$ cat config.mk
export PLATFORM = sky130hd
export DESIGN_NAME = i2c_hang_recover
export DESIGN_NICKNAME = d
export VERILOG_FILES = /design/src/rtl/i2c_rcv_pkg.sv /design/src/rtl/i2c_rcv_limits.sv /design/src/rtl/i2c_rcv_wave.sv /design/src/rtl/i2c_hang_recover.sv
export SDC_FILE = /design/constraint.sdc
export NUM_CORES = 1
export LEC_CHECK = 0
export BUFFER_PORTS_ARGS = -buffer_cell sky130_fd_sc_hd__buf_2
export CAP_MARGIN = 10
export CORE_ASPECT_RATIO = 0.6
export CORE_MARGIN = 2
export CORE_UTILIZATION = 25
export CTS_BUF_LIST = sky130_fd_sc_hd__clkbuf_8
export DETAILED_ROUTE_END_ITERATION = 16
export PLACE_DENSITY = 0.42
export SYNTH_ARGS = -nofsm -noshare
export SYNTH_HDL_FRONTEND = slang
export SYNTH_SLANG_ARGS = --single-unit
$ cat constraint.sdc
create_clock -name clk_i -period 9.1 [get_ports clk_i]
set_clock_uncertainty 0.2 [all_clocks]
set_input_delay 0.455 -clock clk_i [delete_from_list [all_inputs] [get_ports clk_i]]
set_output_delay 0.455 -clock clk_i [all_outputs]
set_load 0.05 [all_outputs]
$ cat src/rtl/i2c_rcv_pkg.sv
package i2c_rcv_pkg;
  typedef enum logic [3:0] {
    PH_IDLE, PH_WATCH, PH_CLR, PH_PRE, PH_LOW, PH_HIGH, PH_FLO, PH_FHI, PH_DONE
  } phase_e;
endpackage

$ cat src/rtl/i2c_rcv_limits.sv
module i2c_rcv_limits #(
  parameter int TO_W     = 32,
  parameter int DIV_W    = 16,
  parameter int DEF_TO   = 100_000_000,
  parameter int MIN_TO   = 5,
  parameter int DEF_DIV  = 2048,
  parameter int SCALE_SH = 4,
  parameter int STEP_SH  = 1,
  parameter int UC_W     = DIV_W + STEP_SH + 1
) (
  input  logic [TO_W-1:0]  timeout_i,
  input  logic [DIV_W-1:0] clk_div_i,
  output logic [TO_W-1:0]  to_lim_o,
  output logic [UC_W-1:0]  uc_o
);
  localparam logic [TO_W-1:0]  DEF_TO_V  = TO_W'(DEF_TO);
  localparam logic [TO_W-1:0]  MIN_TO_V  = TO_W'(MIN_TO);
  localparam logic [DIV_W-1:0] DEF_DIV_V = DIV_W'(DEF_DIV);

  logic [DIV_W-1:0] div_eff;
  logic [DIV_W:0]   unit;

  always_comb begin
    if (timeout_i == '0)          to_lim_o = DEF_TO_V;
    else if (timeout_i < MIN_TO_V) to_lim_o = MIN_TO_V;
    else                           to_lim_o = timeout_i;
  end

  always_comb begin
    div_eff = (clk_div_i == '0) ? DEF_DIV_V : clk_div_i;
    unit    = {1'b0, div_eff >> SCALE_SH} + 1'b1;
    if (unit < 2) unit = 2;
    uc_o    = UC_W'(unit) << STEP_SH;
  end
endmodule

$ cat src/rtl/i2c_rcv_wave.sv
module i2c_rcv_wave
  import i2c_rcv_pkg::*;
#(
  parameter int UC_W = 10,
  parameter int PC_W = UC_W + 1
) (
  input  phase_e          ph_i,
  input  logic [PC_W-1:0] cnt_i,
  input  logic [UC_W-1:0] uc_i,
  output logic            scl_oe_o,
  output logic            sda_oe_o
);
  logic [PC_W-1:0] q1, q2;

  // STOP at a quarter of the released window, START at half
  assign q1 = PC_W'(uc_i >> 2);
  assign q2 = q1 << 1;

  always_comb begin
    scl_oe_o = 1'b0;
    sda_oe_o = 1'b0;
    unique case (ph_i)
      PH_PRE:  sda_oe_o = 1'b1;
      PH_LOW, PH_FLO: begin
        scl_oe_o = 1'b1;
        sda_oe_o = 1'b1;
      end
      PH_HIGH: sda_oe_o = (cnt_i < q1) || (cnt_i >= q2);
      PH_FHI:  sda_oe_o = (cnt_i < q1);
      default: ;
    endcase
  end
endmodule

$ cat src/rtl/i2c_hang_recover.sv
module i2c_hang_recover
  import i2c_rcv_pkg::*;
#(
  parameter int TO_W     = 32,
  parameter int DIV_W    = 16,
  parameter int DEF_TO   = 100_000_000,
  parameter int MIN_TO   = 5,
  parameter int DEF_DIV  = 2048,
  parameter int SCALE_SH = 4,
  parameter int STEP_SH  = 1,
  parameter int CYCLES   = 9
) (
  input  logic             clk_i,
  input  logic             rst_ni,
  input  logic             start_i,
  input  logic             xfer_done_i,
  input  logic             flag_cf_i,
  input  logic             flag_bb_i,
  input  logic             flag_nack_i,
  input  logic [TO_W-1:0]  timeout_i,
  input  logic [DIV_W-1:0] clk_div_i,
  input  logic             scl_i,
  output logic             scl_oe_o,
  output logic             sda_oe_o,
  output logic             al_clr_o,
  output logic             err_o,
  output logic             done_o
);
  localparam int UC_W = DIV_W + STEP_SH + 1;
  localparam int PC_W = UC_W + 1;
  localparam int CY_W = $clog2(CYCLES + 1);
  localparam logic [CY_W-1:0] CY_LAST = CY_W'(CYCLES - 1);

  phase_e          ph_q;
  logic [TO_W-1:0] to_cnt_q, to_lim_q, to_lim;
  logic [UC_W-1:0] uc_q, uc_d;
  logic [PC_W-1:0] cnt_q, ph_len;
  logic [CY_W-1:0] cyc_q;
  logic            err_q, rel, adv, last, stuck;

  i2c_rcv_limits #(
    .TO_W(TO_W), .DIV_W(DIV_W), .DEF_TO(DEF_TO), .MIN_TO(MIN_TO),
    .DEF_DIV(DEF_DIV), .SCALE_SH(SCALE_SH), .STEP_SH(STEP_SH), .UC_W(UC_W)
  ) u_limits (
    .timeout_i(timeout_i), .clk_div_i(clk_div_i),
    .to_lim_o(to_lim), .uc_o(uc_d)
  );

  i2c_rcv_wave #(.UC_W(UC_W), .PC_W(PC_W)) u_wave (
    .ph_i(ph_q), .cnt_i(cnt_q), .uc_i(uc_q),
    .scl_oe_o(scl_oe_o), .sda_oe_o(sda_oe_o)
  );

  assign stuck  = flag_cf_i | flag_bb_i | flag_nack_i;
  assign rel    = (ph_q == PH_PRE) || (ph_q == PH_HIGH) || (ph_q == PH_FHI);
  assign adv    = !rel || scl_i;  // slave clock stretching holds timing
  assign ph_len = (ph_q == PH_LOW) ? {uc_q, 1'b0} : PC_W'(uc_q);
  assign last   = adv && (cnt_q == ph_len - 1'b1);

  always_ff @(posedge clk_i or negedge rst_ni) begin
    if (!rst_ni) begin
      ph_q     <= PH_IDLE;
      to_cnt_q <= '0;
      to_lim_q <= '0;
      uc_q     <= '0;
      cnt_q    <= '0;
      cyc_q    <= '0;
      err_q    <= 1'b0;
    end else begin
      err_q <= 1'b0;
      unique case (ph_q)
        PH_IDLE: if (start_i) begin
          ph_q     <= PH_WATCH;
          to_cnt_q <= '0;
          to_lim_q <= to_lim;
        end
        PH_WATCH: begin
          if (xfer_done_i) ph_q <= PH_IDLE;
          else if (to_cnt_q == to_lim_q - 1'b1) begin
            err_q <= 1'b1;
            uc_q  <= uc_d;
            ph_q  <= stuck ? PH_CLR : PH_IDLE;
          end else to_cnt_q <= to_cnt_q + 1'b1;
        end
        PH_CLR: begin
          ph_q  <= PH_PRE;
          cnt_q <= '0;
        end
        PH_PRE, PH_LOW, PH_HIGH, PH_FLO, PH_FHI: if (adv) begin
          if (!last) cnt_q <= cnt_q + 1'b1;
          else begin
            cnt_q <= '0;
            unique case (ph_q)
              PH_PRE: begin
                ph_q  <= PH_LOW;
                cyc_q <= '0;
              end
              PH_LOW:  ph_q <= PH_HIGH;
              PH_HIGH: begin
                if (cyc_q == CY_LAST) ph_q <= PH_FLO;
                else begin
                  cyc_q <= cyc_q + 1'b1;
                  ph_q  <= PH_LOW;
                end
              end
              PH_FLO:  ph_q <= PH_FHI;
              default: ph_q <= PH_DONE;
            endcase
          end
        end
        PH_DONE: ph_q <= PH_IDLE;
        default: ph_q <= PH_IDLE;
      endcase
    end
  end

  assign al_clr_o = (ph_q == PH_CLR);
  assign err_o    = err_q;
  assign done_o   = (ph_q == PH_DONE);

  // checker: SCL-low run length
  logic [PC_W-1:0] scl_len_q;
  always_ff @(posedge clk_i or negedge rst_ni) begin
    if (!rst_ni)       scl_len_q <= '0;
    else if (scl_oe_o) scl_len_q <= scl_len_q + 1'b1;
    else               scl_len_q <= '0;
  end

  assert_quiet_when_idle_R3: assert property (@(posedge clk_i) disable iff (!rst_ni)
    (ph_q == PH_IDLE || ph_q == PH_WATCH) |-> (!scl_oe_o && !sda_oe_o));
  assert_al_before_bus_R4: assert property (@(posedge clk_i) disable iff (!rst_ni)
    al_clr_o |-> (err_o && !scl_oe_o && !sda_oe_o));
  assert_scl_low_len_R6: assert property (@(posedge clk_i) disable iff (!rst_ni)
    $fell(scl_oe_o) |-> (scl_len_q == {uc_q, 1'b0} || scl_len_q == PC_W'(uc_q)));
  assert_cycle_bound_R6: assert property (@(posedge clk_i) disable iff (!rst_ni)
    cyc_q <= CY_LAST);
  assert_sda_moves_scl_high_R7: assert property (@(posedge clk_i) disable iff (!rst_ni)
    !$stable(sda_oe_o) |-> (!scl_oe_o && !$past(scl_oe_o)));
  assert_done_release_R8: assert property (@(posedge clk_i) disable iff (!rst_ni)
    done_o |=> (!done_o && !scl_oe_o && !sda_oe_o));
  assert_err_pulse_R1: assert property (@(posedge clk_i) disable iff (!rst_ni)
    err_o |=> !err_o);
  assert_stretch_hold_R9: assert property (@(posedge clk_i) disable iff (!rst_ni)
    (rel && !scl_i) |=> ($stable(cnt_q) && $stable(ph_q)));
endmodule

==> reports/qor.yml <==
cp_cell_sequence: "or4b_2 > nand2_1 > ha_1 > or4b_2 > a211oi_1 > mux2_2 > o211ai_1 > nand2_1 > nor3b_1 > nand4_1 > a21oi_1 > buf_4 > nor2_1"
synthSimpleGateAreaFrac_pct: 28.5
synth_edf_count: 0
startpoint: "ph_q[0]"
r2r_start: "ph_q[0]"
cp.required_ns: 9.21
slew_headroom_pct: 45.6
initial_core_util_pct: 25.5
antenna_found_initial: 0
synth-seq-cells: 105
setup_viol: 0
synth.distinct_cells: 73
fp.dieH_um: 145
hold_depth: 2
insertedDiodeCount: 0
synth-compound-area-share_pct: 18.3
coreArea_sq_um: 32600
synthFlopType: "dfrtp_1"
power.leakage_nw: 3.92
dr.pass1.iters: 5
grt.overflow.total: 0
clock_path_buffers: 2
finalMaxSlewViolations: 0
powerDensity_nw_per_um2: 99.1
drcViolationCount: 0
synth_top_family_by_area: "simple AND/OR/NAND/NOR gates"
die_w_um: 240
netlist_area_sq_um: 8320
vias: 7582
gp_congestion: 0.839
dp_hpwl_um: 20500
cts_buffers: 9
holdCritPathClass: "in -> reg"
yosys_warnings: 0
min-delay-start: "timeout_i[24]"
p_sw_share_pct: 30.6
syn_to_final_growth_pct: 9.99
synth-xor-area-share_pct: 8.53
die-area_sq_um: 34800
seqPwrFrac_pct: 55.6
run_status: "finished clean"
grt_max_degree: 58
fmax_mhz: 181
yosysSeqAreaShare_pct: 31.6
syn-instance-count: 992
cts_tree: "yes"
drive_above_1_share_pct: 11.5
nets: 1094
top_layer_used: "met4"
grt_pass1_vias: 6955
cp.depth: 13
syn-num-nets: 1079
clkTransAtPathRegs_ns: 0.12
fin_tns_setup_ns: 0
nFillCells: 3523
grt_pass1_wl_um: 42400
startpoint_type: "register"
io_buffers: 60
wl_um: 26800
synth-adder-area-share_pct: 4.66
fp-row-count: 51
final_hold_viol_count: 0
synth_async_sr_flop_share_pct: 100
p_clk_share_pct: 32.9
period_share_pct: 60.6
insertion_delay_ns: 0.42
crit_path_end_kind: "register"
met1Wirelength_um: 16000
cts_root_buf: "clkbuf_8"
avgSynthCellArea_sq_um: 8.39
pwr-share-comb_pct: 11.5
internal_power_mw: 0.629
crit_arrival_ns: 5.62
ant_nets: 0
max-vdd-ir-drop_v: 0.0000739
cpPeakStageDelay_ns: 1.07
io_pins: 61
cp_top_family: "simple AND/OR/NAND/NOR gates"
worstSetupPathType: "reg -> reg"
critPathSlowestCell: "or4b_2"
min_period_ns: 5.51
reg2reg_depth: 13
met2_wirelength_um: 9540
cts-htree-levels: 3
post_cts_buffers: 0
rsz0062_at_grt: "false"
cp.buffers_inverters: 1
max_slew.worst_pin.slew_ns: 0.810
p_switching_mw: 0.277
vias_per_cell: 5.19
grt_usage_pct: 15.7
hold_slack_ns: 0.0530
worstPathMaxFanout: 29
first_iter_violations: 730
wl_met3_um: 1150
max_cap_viol_count: 0
wl_per_cell_um: 18.3
synth_mux_area_share_pct: 3.50
clock_sinks: 105
[layout make-up]
class	count	area [sq um]	share of cell area, %
multi-input cells	789	5290	57.8
flip-flops and latches	105	2630	28.7
well taps	450	563	6.15
repair buffers	68	365	3.99
clock buffers	10	138	1.50
inverters	34	128	1.39
clock inverters	6	43.8	0.479
[cell usage after synthesis, types with 10 or more instances]
cell	count	area share, %
dfrtp_1	105	32
nor2_1	76	3.4
nand2_1	60	2.7
o21ai_0	50	3.0
xnor2_1	47	4.9
nand3_1	45	2.7
clkbuf_1	44	2.0
a21oi_1	38	2.3
inv_1	34	1.5
nor3_1	34	2.0
xor2_1	34	3.6
nor4_1	32	2.4
and3_1	31	2.3
ha_1	31	4.7
or3_1	30	2.3
nand4_1	23	1.7
or4_1	21	1.9
mux2i_1	19	2.3
a22o_1	17	1.8
o22a_1	16	1.7
a31oi_1	15	1.1
o211ai_1	13	1.2
o31ai_1	13	1.2
nor2b_1	10	0.75
[metal layers]
metal	GRT usage [%]	vias up
met5	0	-
met4	2.28	0
met3	2.78	9
met2	19.1	167
met1	27.4	3665
li1	-	3741
[placed cells by master, fill, tap and decap left out, drive strengths merged, types with 15 or more instances in the layout]
cell type,count
or4,24
xnor2,47
o22a,16
a21oi,39
nand2,61
nor3,34
xor2,34
or3,30
and3,31
buf,67
nand3,45
o21ai,51
a31oi,15
a22o,17
dfrtp,105
nand4,23
nor2,77
ha,31
mux2i,19
nor4,33
inv,36
[power groups by stage]
stage,Sequential (mW),Combinational (mW),Clock (mW)
after floorplan,0.500,0.0608,0
after global placement,0.515,0.104,0
after detailed placement,0.513,0.105,0
after CTS,0.505,0.106,0.314
after global routing,0.507,0.120,0.333
final,0.504,0.104,0.298
[cells by family (layout without fill, tap and decap cells)]
kind of cell	Yosys count	count (layout)
buffers and inverters	98	118
and+or+nand+nor	425	425
AOI/OAI and AO/OA	224	224
muxes	28	28
adders and majority gates	31	31
xor gates and xnor gates	81	81
DFF	105	105
[worst paths after layout]
| kind | end | slack (ns) |
|---|---|---|
| max | cnt_q[18] | 3.59 |
| min | to_lim_q[24] | 0.05 |
| max reg2reg | cnt_q[18] | 3.59 |
| min reg2reg | cyc_q[2] | 0.34 |
| max in group asynchronous | to_cnt_q[1] | 7.06 |
| min in group asynchronous | to_lim_q[19] | 0.45 |
[per-stage QoR]
step / cells / total power [mW] / util (%) / setup slack, ns / area (sq um)
after floorplan: 992 / 0.561 / - / 3.95 / 8320
after global placement: 1445 / 0.618 / 27.5 / 3.81 / 8960
after detailed placement: 1445 / 0.618 / 27.5 / 3.69 / 8960
after CTS: 1462 / 0.925 / 28.1 / 3.66 / 9150
after global routing: 1462 / 0.961 / 28.1 / 3.16 / 9150
final: 1462 / 0.907 / 28.1 / 3.59 / 9150
[repair_timing]
| action | in CTS | in global routing |
|---|---|---|
| hold endpoints to repair | 56 | 0 |
| hold buffers | 1 | 0 |
| gates resized for setup | 0 | 0 |
[state kept, by name (all words and copies together) (netlist names)]
register and count:
cyc_q 4, cnt_q 19, to_cnt_q 32, err_o 1, uc_q 13, to_lim_q 32, ph_q 4
Note: power is estimated with default switching activity, not from simulation.
